[src/rtl/tsdes_pkg.sv]
package tsdes_pkg;

    localparam int MAXW = 32;

    typedef enum logic [1:0] {
        SH_HOLD = 2'd0,
        SH_ONE  = 2'd1,
        SH_TWO  = 2'd2,
        SH_BAD  = 2'd3
    } shift_e;

    typedef struct packed {
        logic at_mid;
        logic at_fin;
    } hit_t;

    function automatic logic masked_eq(input logic [MAXW-1:0] a,
                                       input logic [MAXW-1:0] b,
                                       input logic [MAXW-1:0] m);
        return ((a ^ b) & m) == '0;
    endfunction

endpackage

[src/rtl/tsdes_window.sv]
module tsdes_window
    import tsdes_pkg::*;
#(
    parameter int WORD_W = 10
) (
    input  logic              clk,
    input  logic              rst,
    input  shift_e            code,
    input  logic              b0,
    input  logic              b1,
    output logic [WORD_W-1:0] win_q,
    output logic [WORD_W-1:0] mid_w,
    output logic [WORD_W-1:0] fin_w,
    output logic [1:0]        nbits
);

    always_comb begin
        mid_w = {win_q[WORD_W-2:0], b1};
        unique case (code)
            SH_ONE: begin
                fin_w = {win_q[WORD_W-2:0], b0};
                nbits = 2'd1;
            end
            SH_TWO: begin
                fin_w = {mid_w[WORD_W-2:0], b0};
                nbits = 2'd2;
            end
            default: begin
                fin_w = win_q;
                nbits = 2'd0;
            end
        endcase
    end

    always_ff @(posedge clk) begin
        if (rst) win_q <= '0;
        else     win_q <= fin_w;
    end

    a_r2_hold_keeps: assert property (@(posedge clk) disable iff (rst)
        (code == SH_HOLD) |=> $stable(win_q));
    a_r5_bad_ignored: assert property (@(posedge clk) disable iff (rst)
        (code == SH_BAD) |=> $stable(win_q));
    a_r3_one_bit: assert property (@(posedge clk) disable iff (rst)
        (code == SH_ONE) |=> (win_q[0] == $past(b0)) && (win_q[1] == $past(win_q[0])));
    a_r4_two_bits: assert property (@(posedge clk) disable iff (rst)
        (code == SH_TWO) |=> (win_q[1:0] == {$past(b1), $past(b0)}));

endmodule

[src/rtl/tsdes_seek.sv]
module tsdes_seek
    import tsdes_pkg::*;
#(
    parameter int WORD_W = 10
) (
    input  logic [WORD_W-1:0] mid_w,
    input  logic [WORD_W-1:0] fin_w,
    input  logic [1:0]        nbits,
    input  logic [WORD_W-1:0] pat,
    input  logic [WORD_W-1:0] mask,
    output hit_t              hit
);

    always_comb begin
        hit.at_mid = (nbits == 2'd2) &&
                     masked_eq(MAXW'(mid_w), MAXW'(pat), MAXW'(mask));
        hit.at_fin = (nbits != 2'd0) &&
                     masked_eq(MAXW'(fin_w), MAXW'(pat), MAXW'(mask));
    end

endmodule

[src/rtl/tsdes_framer.sv]
module tsdes_framer
    import tsdes_pkg::*;
#(
    parameter int WORD_W = 10
) (
    input  logic              clk,
    input  logic              rst,
    input  logic              clear,
    input  hit_t              hit,
    input  logic [1:0]        nbits,
    input  logic [WORD_W-1:0] mid_w,
    input  logic [WORD_W-1:0] fin_w,
    output logic [WORD_W-1:0] word_q,
    output logic              valid_q,
    output logic              found_q
);

    localparam int CW = $clog2(WORD_W + 2);

    logic [CW-1:0] cnt_q;
    logic [CW-1:0] sum;

    assign sum = cnt_q + CW'(nbits);

    always_ff @(posedge clk) begin
        if (rst) begin
            found_q <= 1'b0;
            cnt_q   <= '0;
            valid_q <= 1'b0;
            word_q  <= '0;
        end else if (clear) begin
            found_q <= 1'b0;
            cnt_q   <= '0;
            valid_q <= 1'b0;
        end else begin
            valid_q <= 1'b0;
            if (!found_q) begin
                if (hit.at_mid) begin
                    found_q <= 1'b1;
                    cnt_q   <= CW'(1);
                end else if (hit.at_fin) begin
                    found_q <= 1'b1;
                    cnt_q   <= '0;
                end
            end else if (nbits == 2'd2 && cnt_q == CW'(WORD_W - 1)) begin
                word_q  <= mid_w;
                valid_q <= 1'b1;
                cnt_q   <= CW'(1);
            end else if (sum == CW'(WORD_W)) begin
                word_q  <= fin_w;
                valid_q <= 1'b1;
                cnt_q   <= '0;
            end else begin
                cnt_q <= sum;
            end
        end
    end

    a_r8_count_range: assert property (@(posedge clk) disable iff (rst)
        cnt_q < CW'(WORD_W));
    a_r10_clear_drops: assert property (@(posedge clk) disable iff (rst)
        clear |=> !found_q && !valid_q);
    a_r11_valid_needs_lock: assert property (@(posedge clk) disable iff (rst)
        valid_q |-> $past(found_q));
    a_r9_carry_bit: assert property (@(posedge clk) disable iff (rst)
        (found_q && !clear && nbits == 2'd2 && cnt_q == CW'(WORD_W - 1))
            |=> valid_q && cnt_q == CW'(1));

endmodule

[src/rtl/tsdes_top.sv]
module tsdes_top
    import tsdes_pkg::*;
#(
    parameter int WORD_W = 10
) (
    input  logic              clk,
    input  logic              rst,
    input  logic              lock_lost,
    input  logic [1:0]        shift_code,
    input  logic              bit_b0,
    input  logic              bit_b1,
    input  logic [WORD_W-1:0] frame_pat,
    input  logic [WORD_W-1:0] frame_mask,
    output logic [WORD_W-1:0] word_out,
    output logic              word_valid,
    output logic              frame_found
);

    logic [WORD_W-1:0] win_q;
    logic [WORD_W-1:0] mid_w;
    logic [WORD_W-1:0] fin_w;
    logic [1:0]        nbits;
    hit_t              hit;

    tsdes_window #(.WORD_W(WORD_W)) u_window (
        .clk   (clk),
        .rst   (rst),
        .code  (shift_e'(shift_code)),
        .b0    (bit_b0),
        .b1    (bit_b1),
        .win_q (win_q),
        .mid_w (mid_w),
        .fin_w (fin_w),
        .nbits (nbits)
    );

    tsdes_seek #(.WORD_W(WORD_W)) u_seek (
        .mid_w (mid_w),
        .fin_w (fin_w),
        .nbits (nbits),
        .pat   (frame_pat),
        .mask  (frame_mask),
        .hit   (hit)
    );

    tsdes_framer #(.WORD_W(WORD_W)) u_framer (
        .clk     (clk),
        .rst     (rst),
        .clear   (lock_lost),
        .hit     (hit),
        .nbits   (nbits),
        .mid_w   (mid_w),
        .fin_w   (fin_w),
        .word_q  (word_out),
        .valid_q (word_valid),
        .found_q (frame_found)
    );

    a_r1_reset_quiet: assert property (@(posedge clk)
        rst |=> !word_valid && !frame_found && word_out == '0);

endmodule

[config.mk]
export PLATFORM = sky130hd
export DESIGN_NAME = tsdes_top
export DESIGN_NICKNAME = d
export VERILOG_FILES = /design/src/rtl/tsdes_pkg.sv /design/src/rtl/tsdes_window.sv /design/src/rtl/tsdes_seek.sv /design/src/rtl/tsdes_framer.sv /design/src/rtl/tsdes_top.sv
export SDC_FILE = /design/constraint.sdc
export NUM_CORES = 1
export LEC_CHECK = 0
export BUFFER_PORTS_ARGS = -buffer_cell sky130_fd_sc_hd__buf_2
export CORE_UTILIZATION = 53
export DETAILED_ROUTE_END_ITERATION = 12
export GPL_ROUTABILITY_DRIVEN = 0
export MAX_ROUTING_LAYER = met4
export PLACE_DENSITY = 0.84
export SLEW_MARGIN = 20
export SYNTH_ARGS = -nofsm -noshare
export SYNTH_HDL_FRONTEND = slang
export SYNTH_SLANG_ARGS = --single-unit
[constraint.sdc]
create_clock -name clk -period 3.3 [get_ports clk]
set_clock_uncertainty 0.05 [all_clocks]
set_input_delay 0.66 -clock clk [delete_from_list [all_inputs] [get_ports clk]]
set_output_delay 0.66 -clock clk [all_outputs]
set_load 0.005 [all_outputs]
==> results.txt <==
drt via density: 5.885
Via Count: 1542
status: finished, violations left
clk_lat worst skew: 320 ps
CTS H-tree lvls: 1
CTS root buf: clkbuf_4
WHS: 414.9 ps
CTS Buffer Depth: 2
Pins Over Slew Limit: 0
Yosys warnings: 0
CTS tree: built
Max VDD drop: 0.0002208 V
Initial Util: 57.59%
Worst R2R Path Depth: 8
clock sinks: 26
area of the core: 0.002829 mm2
GRT Overall Usage: 25.34%
Worst Setup EP: u_framer.word_q[1]
WP data required: 3530 ps
Mapped Cells: 194
#FFs+latches synth: 26
Post CTS Setup Buffer Count: 0
syn_area_per_cell: 8.397 um2
Finish-stage setup viols: 0
final worst slack: 581.2 ps
Max FO, Critical Path: 10
CTS buffer count: 3
Die ar.: 0.003299 mm2
first-pass GRT wire length: 6.306 mm
Unique masters post-synth: 38
Crit. End Element: flop
dpl ws: 272.1 ps
DRT antenna net count: 0
vias in the first global route: 1407
PD cells: 307.0 mW/mm2
Final TNS setup: 0 ps
failing checks: design-rule violations
Crit Path Class: in -> reg
Area Overhead vs Synth: 15.36%
fin nets: 264
Tcrit/Tclk final: 82.39%
Leakage: 0.8827 nW
max_slew headroom: 58.08%
Synth top area share: 31.95%
# rows: 19
largest net degree at the start of global routing: 21
Detailed Place HPWL: 2.856 mm
Min-Delay Path Class: reg -> reg
Vert. Die Dim: 57.44 um
DRC viols: 5
I/O Buffers: 38
drt initial violations: 81
Hold Vio Cnt, Final: 0
Worst Setup SP: shift_code[1]
CP Launch Type: primary input
hold path start: u_framer.word_q[6]
drt first pass iters: 8
overall power: 577.0 uW
minimum clock period: 2719 ps
total gr overflow: 0
post-cts gate resize count: 0
Critical R2R Capture: u_framer.word_q[1]
cell area after synthesis: 0.001629 mm2
leading area contributor after synthesis: dfxtp_1
final WL: 3.745 mm
arrival time at the worst endpoint: 2950 ps
Wirelength per Cell: 14.29 um
Max Fclk: 367.8 MHz
FF-to-FF Start: u_framer.cnt_q[1]
max-capacitance violation count: 0
RSZ-0062 raised after global routing: false
hold_buf cts: 0
Post-Syn Nets: 226
share of layout cells above drive strength 1: 21.21%
top post-synthesis cells by area: dfxtp_1, xor2_1, a22o_1
IO Pins: 39
clock-pin transition on the worst setup and hold timing paths: 140 ps
n_diodes: 0
initial antenna violation count: 0
r2r setup slk: 880 ps
post-synthesis sequential area ratio: 31.95%
Tightest Pin Transition: 624.5 ps
Die X-Extent: 57.44 um
cell usage in the layout, fill, tap and decap left out, types with 2 or more instances in the layout:
master | netlist | layout
a211o_1 | 2 | 2
a211oi_1 | 8 | 8
a21oi_1 | 12 | 12
a22o_1 | 11 | 11
a22oi_1 | 7 | 7
buf_2 | 3 | 38
buf_4 | 0 | 4
clkbuf_4 | 0 | 3
dfxtp_1 | 26 | 26
ha_1 | 5 | 5
inv_1 | 13 | 13
mux2i_1 | 8 | 8
nand2_1 | 16 | 16
nand4_1 | 3 | 3
nor2_1 | 16 | 16
o211a_1 | 2 | 2
o211ai_1 | 2 | 2
o21a_1 | 3 | 3
o21ai_0 | 13 | 13
xnor2_1 | 2 | 2
xor2_1 | 20 | 20
logic make-up after synthesis:
kind of cell             Yosys count  share of synthesized area, %
XOR/XNOR                          22                         11.83
AND/OR/NAND/NOR                   43                         12.06
multiplexers                       8                         4.916
AO/OA/AOI/OAI                     68                         29.65
adder cells (fa/ha/maj)            5                         3.840
buffers and inverters             22                         5.760
flip-flops                        26                         31.95
flip-flops by register name (all words and copies together) (netlist names):
signal            count
u_framer.word_q      10
u_window.win_q       10
u_framer.cnt_q        4
u_framer.found_q      1
u_framer.valid_q      1
metal layers:
metal,vias to the layer above,global-route usage [%],wire (um)
met4,0,9.059,29
met3,4,2.268,241
met2,58,37.21,1582
met1,703,36.26,1892
met5,-,-,0
li1,777,-,-
final cells by class:
| cell class | instances | area [um2] |
|---|---|---|
| multi-input cells | 146 | 1015 |
| inverters | 13 | 48.80 |
| fillers | 234 | 949.7 |
| clock buffers | 4 | 36.28 |
| flip-flops and latches | 26 | 520.5 |
| well taps | 31 | 38.79 |
| repair buffers | 42 | 220.2 |
metrics by stage:
stage | area (um2) | util (%) | std cells
floorplan | 1629 | - | 194
global placement | 1843 | 65.15 | 258
global route | 1879 | 66.43 | 262
finish | 1879 | 66.43 | 262
detailed placement | 1843 | 65.15 | 258
CTS | 1879 | 66.43 | 262
Yosys cell counts:
library cell	number
or3_4	1
and4_1	1
clkbuf_1	3
xor2_1	20
nand4_1	3
o31ai_1	1
ha_1	5
and3_1	1
o211a_1	2
a221oi_2	1
o21a_1	3
o211ai_1	2
o21ai_1	1
nand3_1	1
buf_2	3
a2111o_1	1
nor4_1	1
buf_6	1
nand2b_1	1
o21ai_0	13
buf_1	2
xnor2_1	2
mux2i_1	8
dfxtp_1	26
nor2_1	16
a31o_1	1
a32o_1	1
nand2_2	1
a211oi_1	8
a211o_1	2
inv_1	13
o2bb2ai_1	1
a21boi_0	1
a21oi_1	12
a22oi_1	7
nand2_1	16
nand3b_1	1
a22o_1	11
power by group:
| part | total (mW) | switching (mW) | internal, mW | leakage, nW |
|---|---|---|---|---|
| registers | 0.321 | 0.00386 | 0.317 | 0.210 |
| clock network | 0.159 | 0.0918 | 0.0675 | 0.0210 |
| logic | 0.0972 | 0.0536 | 0.0436 | 0.652 |
worst max-delay path, stage by stage:
cell and delay [ps]:
buf_2 100, inv_1 50, ha_1 200, ha_1 230, ha_1 180, a21oi_1 250
xnor2_1 160, nand3b_1 140, a2111o_1 560, a221oi_2 290, a31o_1 130
worst min-delay path by stage:
stage	to	slack (ps)	cells after the start
after floorplan	u_framer.word_q[2]	400	2
after global placement	u_framer.word_q[7]	390	2
after detailed placement	u_framer.word_q[2]	390	2
after CTS	u_framer.word_q[9]	420	2
after global routing	u_framer.word_q[3]	440	2
final	u_framer.word_q[6]	410	2
Power figures use the tool's default switching activity.
